===== src/rtl/tmr_pkg.sv =====
// Package: shared constants and types for the gated timer pair.
// Assumes a 10-bit offset space per chip area, with the count placed at the
// top of that space.
package tmr_pkg;
    localparam int OFS_W = 10;
    localparam logic [OFS_W-1:0] CTL_OFS = 10'h30A;

    typedef enum logic {
        CHIP_SLAVE  = 1'b0,
        CHIP_MASTER = 1'b1
    } chip_e;
endpackage


===== src/rtl/timer_addr_dec.sv =====
// Module: timer_addr_dec
// Splits a bus address into area select, control-register hit, count-window
// hit and nibble index.
// Assumes NIB_N is a power of two, so that the count window sits aligned at
// the very top of the offset space.
module timer_addr_dec #(
    parameter int OFS_W = 10,
    parameter int NIB_N = 8,
    parameter int IDX_W = 3
) (
    input  logic [OFS_W:0]   addr,
    output logic             chip,
    output logic             hit_ctl,
    output logic             hit_cnt,
    output logic [IDX_W-1:0] nib_idx
);
    import tmr_pkg::*;

    localparam logic [OFS_W-1:0] CNT_BASE = OFS_W'((1 << OFS_W) - NIB_N);

    logic [OFS_W-1:0] offset;

    // Decode the offset into its target.
    always_comb begin
        offset  = addr[OFS_W-1:0];
        chip    = addr[OFS_W];
        hit_ctl = (offset == CTL_OFS);
        hit_cnt = (offset >= CNT_BASE);
        nib_idx = offset[IDX_W-1:0];
    end
endmodule


===== src/rtl/timer_run_ctl.sv =====
// Module: timer_run_ctl
// Holds the run bit of one chip's timer-control register.
// Assumes the write strobe is already qualified by area and offset.
module timer_run_ctl (
    input  logic clk,
    input  logic rst_n,
    input  logic wr_en,
    input  logic wr_bit,
    output logic run
);
    // Store bit 0 of a control write; clear on reset.
    always_ff @(posedge clk) begin
        if (!rst_n)
            run <= 1'b0;
        else if (wr_en)
            run <= wr_bit;
    end

    AST_RUN_HOLD: assert property (@(posedge clk) disable iff (!rst_n)
        !wr_en |=> $stable(run));
endmodule


===== src/rtl/nib_timer_core.sv =====
// Module: nib_timer_core
// A down counter with nibble-wide access. It has a staging register for
// loads and a snapshot register for coherent multi-nibble reads.
// Assumes the read and write strobes are already qualified to this timer's
// window, and that idx is the nibble index within it.
module nib_timer_core #(
    parameter int CNT_W = 32,
    parameter int NIB_N = CNT_W / 4,
    parameter int IDX_W = $clog2(NIB_N)
) (
    input  logic             clk,
    input  logic             rst_n,
    input  logic             advance,
    input  logic             wr_en,
    input  logic             rd_en,
    input  logic [IDX_W-1:0] idx,
    input  logic [3:0]       wr_nib,
    output logic [3:0]       rd_nib,
    output logic [CNT_W-1:0] count
);
    localparam logic [IDX_W-1:0] TOP_IDX = IDX_W'(NIB_N - 1);
    localparam logic [CNT_W-1:0] ONE     = CNT_W'(1);

    logic [CNT_W-5:0] stage;
    logic [CNT_W-1:0] snap;
    logic             load;

    assign load = wr_en && (idx == TOP_IDX);

    // The counter: a load wins over a tick, otherwise decrement when advancing.
    always_ff @(posedge clk) begin
        if (!rst_n)
            count <= '0;
        else if (load)
            count <= {wr_nib, stage};
        else if (advance)
            count <= count - ONE;
    end

    // Collect the lower nibbles of a pending load.
    always_ff @(posedge clk) begin
        if (!rst_n)
            stage <= '0;
        else if (wr_en && !load) begin
            for (int k = 0; k < NIB_N - 1; k++)
                if (idx == IDX_W'(k))
                    stage[k*4 +: 4] <= wr_nib;
        end
    end

    // Capture the whole count when the lowest nibble is read.
    always_ff @(posedge clk) begin
        if (!rst_n)
            snap <= '0;
        else if (rd_en && idx == '0)
            snap <= count;
    end

    // Return the live low nibble, or a snapshot nibble for the others.
    always_comb begin
        if (idx == '0)
            rd_nib = count[3:0];
        else
            rd_nib = snap[idx*4 +: 4];
    end

    AST_IDLE_HOLD: assert property (@(posedge clk) disable iff (!rst_n)
        (!advance && !load) |=> $stable(count));
    AST_STEP_ONE: assert property (@(posedge clk) disable iff (!rst_n)
        (advance && !load && count != '0) |=> (count == $past(count) - ONE));
    AST_WRAP: assert property (@(posedge clk) disable iff (!rst_n)
        (advance && !load && count == '0) |=> (count == '1));
    AST_LOAD_WINS: assert property (@(posedge clk) disable iff (!rst_n)
        load |=> (count[CNT_W-1 -: 4] == $past(wr_nib) && count[CNT_W-5:0] == $past(stage)));
    AST_STAGE_ONLY: assert property (@(posedge clk) disable iff (!rst_n)
        (wr_en && !load && !advance) |=> $stable(count));
    AST_SNAP_STABLE: assert property (@(posedge clk) disable iff (!rst_n)
        !(rd_en && idx == '0) |=> $stable(snap));
endmodule


===== src/rtl/dual_nibble_timer.sv =====
// Module: dual_nibble_timer
// Top level: two nibble-accessible down counters with run bits, where the
// slave counter is gated by the master's run state.
// Assumes bus_rd and bus_wr are not asserted together, and that tick_en is
// a one-cycle strobe.
module dual_nibble_timer #(
    parameter int CNT_W = 32
) (
    input  logic                  clk,
    input  logic                  rst_n,
    input  logic                  tick_en,
    input  logic [tmr_pkg::OFS_W:0] bus_addr,
    input  logic                  bus_rd,
    input  logic                  bus_wr,
    input  logic [3:0]            bus_wdata,
    output logic [3:0]            bus_rdata,
    output logic                  master_running,
    output logic                  slave_running
);
    import tmr_pkg::*;

    localparam int NIB_N = CNT_W / 4;
    localparam int IDX_W = $clog2(NIB_N);
    localparam int CHIPS = 2;
    localparam logic [IDX_W-1:0] TOP_IDX = IDX_W'(NIB_N - 1);

    logic             sel_chip;
    logic             hit_ctl;
    logic             hit_cnt;
    logic [IDX_W-1:0] nib_idx;

    logic             run     [CHIPS];
    logic             adv     [CHIPS];
    logic             cnt_wr  [CHIPS];
    logic             cnt_rd  [CHIPS];
    logic             ctl_wr  [CHIPS];
    logic [3:0]       nib_out [CHIPS];
    logic [CNT_W-1:0] cnt_val [CHIPS];

    timer_addr_dec #(.OFS_W(OFS_W), .NIB_N(NIB_N), .IDX_W(IDX_W)) u_dec (
        .addr    (bus_addr),
        .chip    (sel_chip),
        .hit_ctl (hit_ctl),
        .hit_cnt (hit_cnt),
        .nib_idx (nib_idx)
    );

    for (genvar g = 0; g < CHIPS; g++) begin : g_chip
        // Qualify the bus strobes to this chip's area.
        always_comb begin
            cnt_wr[g] = bus_wr && hit_cnt && (sel_chip == 1'(g));
            cnt_rd[g] = bus_rd && hit_cnt && (sel_chip == 1'(g));
            ctl_wr[g] = bus_wr && hit_ctl && (sel_chip == 1'(g));
        end

        if (g == int'(CHIP_SLAVE)) begin : g_gated
            // The slave advances only while the master also runs.
            assign adv[g] = tick_en && run[g] && run[int'(CHIP_MASTER)];
        end else begin : g_free
            // The master advances on its own run bit.
            assign adv[g] = tick_en && run[g];
        end

        timer_run_ctl u_ctl (
            .clk    (clk),
            .rst_n  (rst_n),
            .wr_en  (ctl_wr[g]),
            .wr_bit (bus_wdata[0]),
            .run    (run[g])
        );

        nib_timer_core #(.CNT_W(CNT_W), .NIB_N(NIB_N), .IDX_W(IDX_W)) u_core (
            .clk     (clk),
            .rst_n   (rst_n),
            .advance (adv[g]),
            .wr_en   (cnt_wr[g]),
            .rd_en   (cnt_rd[g]),
            .idx     (nib_idx),
            .wr_nib  (bus_wdata),
            .rd_nib  (nib_out[g]),
            .count   (cnt_val[g])
        );
    end

    // Steer the addressed location onto the read bus; 0 elsewhere.
    always_comb begin
        bus_rdata = 4'h0;
        if (bus_rd) begin
            if (hit_ctl)
                bus_rdata = {3'b000, run[sel_chip]};
            else if (hit_cnt)
                bus_rdata = nib_out[sel_chip];
        end
    end

    // Report the run states.
    assign master_running = run[int'(CHIP_MASTER)];
    assign slave_running  = run[int'(CHIP_SLAVE)] && run[int'(CHIP_MASTER)];

    AST_SLAVE_FROZEN: assert property (@(posedge clk) disable iff (!rst_n)
        (!master_running && !(cnt_wr[int'(CHIP_SLAVE)] && nib_idx == TOP_IDX))
        |=> $stable(cnt_val[int'(CHIP_SLAVE)]));
    AST_CTL_UPPER_ZERO: assert property (@(posedge clk) disable iff (!rst_n)
        (bus_rd && hit_ctl) |-> (bus_rdata[3:1] == 3'b000));
    AST_UNMAPPED_ZERO: assert property (@(posedge clk) disable iff (!rst_n)
        (bus_rd && !hit_ctl && !hit_cnt) |-> (bus_rdata == 4'h0));
    AST_GATE_IMPLIES: assert property (@(posedge clk) disable iff (!rst_n)
        slave_running |-> master_running);
endmodule


===== config.mk =====
export PLATFORM = sky130hd
export DESIGN_NAME = dual_nibble_timer
export DESIGN_NICKNAME = d
export VERILOG_FILES = /design/src/rtl/tmr_pkg.sv /design/src/rtl/timer_addr_dec.sv /design/src/rtl/timer_run_ctl.sv /design/src/rtl/nib_timer_core.sv /design/src/rtl/dual_nibble_timer.sv
export SDC_FILE = /design/constraint.sdc
export NUM_CORES = 1
export LEC_CHECK = 0
export BUFFER_PORTS_ARGS = -buffer_cell sky130_fd_sc_hd__buf_2
export CAP_MARGIN = 20
export CORE_AREA = 2 2 147 149
export CTS_CLUSTER_DIAMETER = 200
export DETAILED_ROUTE_END_ITERATION = 7
export DIE_AREA = 0 0 149 151
export PLACE_DENSITY = 0.57
export SLEW_MARGIN = 20
export SYNTH_ARGS = -nofsm -noshare
export SYNTH_HDL_FRONTEND = slang
export SYNTH_HIERARCHICAL = 1
export SYNTH_SLANG_ARGS = --single-unit

===== constraint.sdc =====
create_clock -name clk -period 2.2 [get_ports clk]
set_input_delay 0.11 -clock clk [delete_from_list [all_inputs] [get_ports clk]]
set_output_delay 0.11 -clock clk [all_outputs]
set_load 0.03 [all_outputs]

==> qor.yml <==
outcome:
  status: "finished clean"
drt:
  drt_iter0_drc: 559
  drt-total-wl_um: 21100
  vias: 6536
  via_per_inst: 5.32
  routedWlPerCell_um: 17.2
  ant_nets: 0
  drc: 0
  first_pass_iters: 5
clocking:
  cts_resized: 0
  numClockSinks: 178
  hold_buffers: 0
  clkTransAtPathRegs_ns: 0.07
  cts_setup_buffers: 0
  htreeDepth: 4
  numCtsBuffers: 17
  root_buffer: "clkbuf_16"
  cts_tree: "built"
  clkLatencyLatePin_ns: 0.43
  max-clock-path-buffers: 2
finish:
  stdcell_area_um2: 9410
  diodes: 0
  fin_nets: 963
  fin_cells: 1229
  drive_above_1_share_pct: 15.9
  fin_util_pct: 45.2
  area_delta_synth_final_pct: 14.0
power_and_ir_drop:
  finalPower_mw: 6.45
  p_sw_share_pct: 23.1
  peakVddDrop_uv: 504
  p_seq_share_pct: 49.9
  p_switching_mw: 1.49
  p_int_mw: 4.96
  p_per_area_nw_per_um2: 686
  leakage_nw: 3.53
  p_clk_share_pct: 46.6
  comb_power_share_pct: 3.5
sta:
  maxClockFrequency_mhz: 469
  holdWs_ns: 0.159
  tightest_slew_ns: 0.611
  post-route-period-util_pct: 96.9
  finalSetupViolations: 0
  finClkSkew_ns: 0.0131
  setup_ws_ns: 0.0690
  relSlewSlack_pct: 59.3
  slew_violations: 0
  period_minus_slack_ns: 2.13
  fin_tns_setup_ns: 0
  hold_viol: 0
floorplanning:
  dieArea_um2: 22500
  die_w_um: 149
  die-height_um: 151
  initial_utilization_pct: 39.7
  core_um2: 20800
  io_pins: 26
  num_rows: 53
worst_setup_path:
  worstPathRequired_ns: 2.09
  cp-start-kind: "flop"
  criticalPathCategory: "reg -> out"
  endpoint_kind: "primary output"
  cp_max_fo: 6
  cp_data_arrival_time_ns: 2.02
place:
  place_area_um2: 8810
  place_hpwl_um: 13600
  gp_congestion: 0.799
  dp_cells: 1197
  pre_cts_ws_ns: 0.166
  port_buffers: 25
synth:
  avgSynthCellArea_um2: 8.92
  ys_types: 42
  syn-cell-area_um2: 8260
  synthArstFlopShare_pct: 0
  seq_area_frac_synth_pct: 43.2
  ys_seq_elements: 178
  synthFlopType: "dfxtp_1"
  synth_nets: 948
  syn_inst: 926
  yosysWarnings: 6
  synth_edf_count: 0
hold_path:
  hold_class: "in -> reg"
grt:
  gr-total-overflow: 0
  grt_pass1_vias: 6064
  grt_pass1_wl_um: 34000
  grt_max_degree: 70
  grt_antenna_before_repair: 0
  grt_usage_pct: 19.4
job:
  cap_violations: 0
[Yosys cell counts, types with 7 or more instances]
cell type	n	share of area [%]
a211oi_1	10	0.91
xor2_1	40	4.2
xnor2_1	16	1.7
nor4_1	12	0.91
nand4b_1	12	1.3
clkbuf_1	60	2.7
nor2_1	101	4.6
mux4_2	16	4.4
nand3b_1	9	0.82
nand4_1	9	0.68
or4_1	8	0.73
mux2_2	8	1.1
dfxtp_1	178	43
mux2i_1	69	8.4
o21ai_0	14	0.85
nand3_1	17	1.0
o21ai_1	28	1.7
nor2b_1	8	0.61
a21oi_1	96	5.8
nand2_1	128	5.8
or3_1	7	0.53
nor3_1	12	0.73
[critical path: stages (launching register included)]
cell     delay (ns)
dfxtp_2        0.33
buf_6          0.12
mux4_2         0.46
mux2_4         0.29
mux2i_2        0.17
nor2_1         0.06
buf_4          0.16
[area by class of cell]
type / count / area [um2]
fill: 2047 / 11400
tap: 275 / 344
timing repair buffer: 71 / 539
multi-input combinational: 667 / 4350
clock inverter: 12 / 121
sequential: 178 / 3570
inverter: 6 / 22.5
clock buffer: 20 / 467
[registers in the layout (all words and copies together) (netlist names)]
register             flops
g_chip.u_ctl/run         2
g_chip.u_core/snap      56
g_chip.u_core/count     64
g_chip.u_core/stage     56
[path summary, 6_finish.rpt]
| path | start | end | slack [ns] | cells past startpoint |
|---|---|---|---|---|
| max | g_chip[0].u_core/count[3] | bus_rdata[3] | 0.07 | 6 |
| min | bus_wr | g_chip[0].u_ctl/run | 0.16 | 5 |
| max reg2reg | g_chip[1].u_core/count[3] | g_chip[1].u_core/count[16] | 0.13 | 5 |
| min reg2reg | g_chip[0].u_core/snap[26] | g_chip[0].u_core/snap[26] | 0.45 | 2 |
[cell usage in the layout, fill, tap and decap left out, types with 3 or more instances in the layout]
| master | synthesis | routed |
|---|---|---|
| nand3_1 | 17 | 17 |
| nor3_4 | 4 | 4 |
| or3_1 | 7 | 7 |
| or4_1 | 8 | 8 |
| nand2_1 | 128 | 128 |
| nor2b_1 | 8 | 8 |
| buf_12 | 0 | 5 |
| nor4_1 | 12 | 12 |
| o22ai_1 | 5 | 5 |
| clkinv_4 | 0 | 3 |
| and3_2 | 3 | 3 |
| nand3b_1 | 9 | 9 |
| inv_6 | 0 | 4 |
| buf_2 | 6 | 24 |
| buf_4 | 4 | 41 |
| clkbuf_8 | 0 | 3 |
| nand4b_1 | 12 | 12 |
| mux2_2 | 8 | 7 |
| o21ai_1 | 28 | 28 |
| or4b_1 | 5 | 5 |
| a211oi_2 | 4 | 4 |
| a21oi_1 | 96 | 96 |
| dfxtp_1 | 178 | 176 |
| nor3_1 | 12 | 12 |
| mux4_2 | 16 | 16 |
| a211oi_1 | 10 | 10 |
| nor2_1 | 101 | 101 |
| xor2_1 | 40 | 40 |
| nor3b_1 | 4 | 4 |
| mux2i_1 | 69 | 68 |
| nand4_1 | 9 | 9 |
| inv_1 | 4 | 4 |
| o21ai_0 | 14 | 14 |
| a311oi_1 | 6 | 6 |
| clkinvlp_4 | 0 | 4 |
| clkbuf_16 | 0 | 17 |
| xnor2_1 | 16 | 16 |
| nor3_2 | 3 | 3 |
[cell families after synthesis]
| group | count (synthesis) | synth area share, % |
|---|---|---|
| AO/OA/AOI/OAI | 163 | 10.9 |
| adder cells (fa/ha/maj) | 2 | 0.303 |
| multiplexers | 93 | 13.8 |
| buffers and inverters | 81 | 4.41 |
| AND/OR/NAND/NOR | 353 | 21.5 |
| XOR/XNOR | 56 | 5.94 |
| flip-flops | 178 | 43.2 |
[metal layers]
metal	vias to the layer above	wire (um)	track usage, %	share of wire, %
met2	145	8820	28.0	42
met5	-	0	0	0
met3	12	954	3.49	4.5
li1	3261	-	-	-
met1	3118	11100	29.6	53
met4	0	180	5.05	0.85
[power groups by stage]
stage	Clock [mW]	Sequential (mW)	Combinational (mW)
floorplan	0	3.30	0.129
global placement	0	3.30	0.228
detailed placement	0	3.30	0.227
CTS	3.07	3.22	0.228
global route	3.21	3.22	0.243
finish	3.00	3.22	0.227
Note: power is estimated with default switching activity, not from simulation.
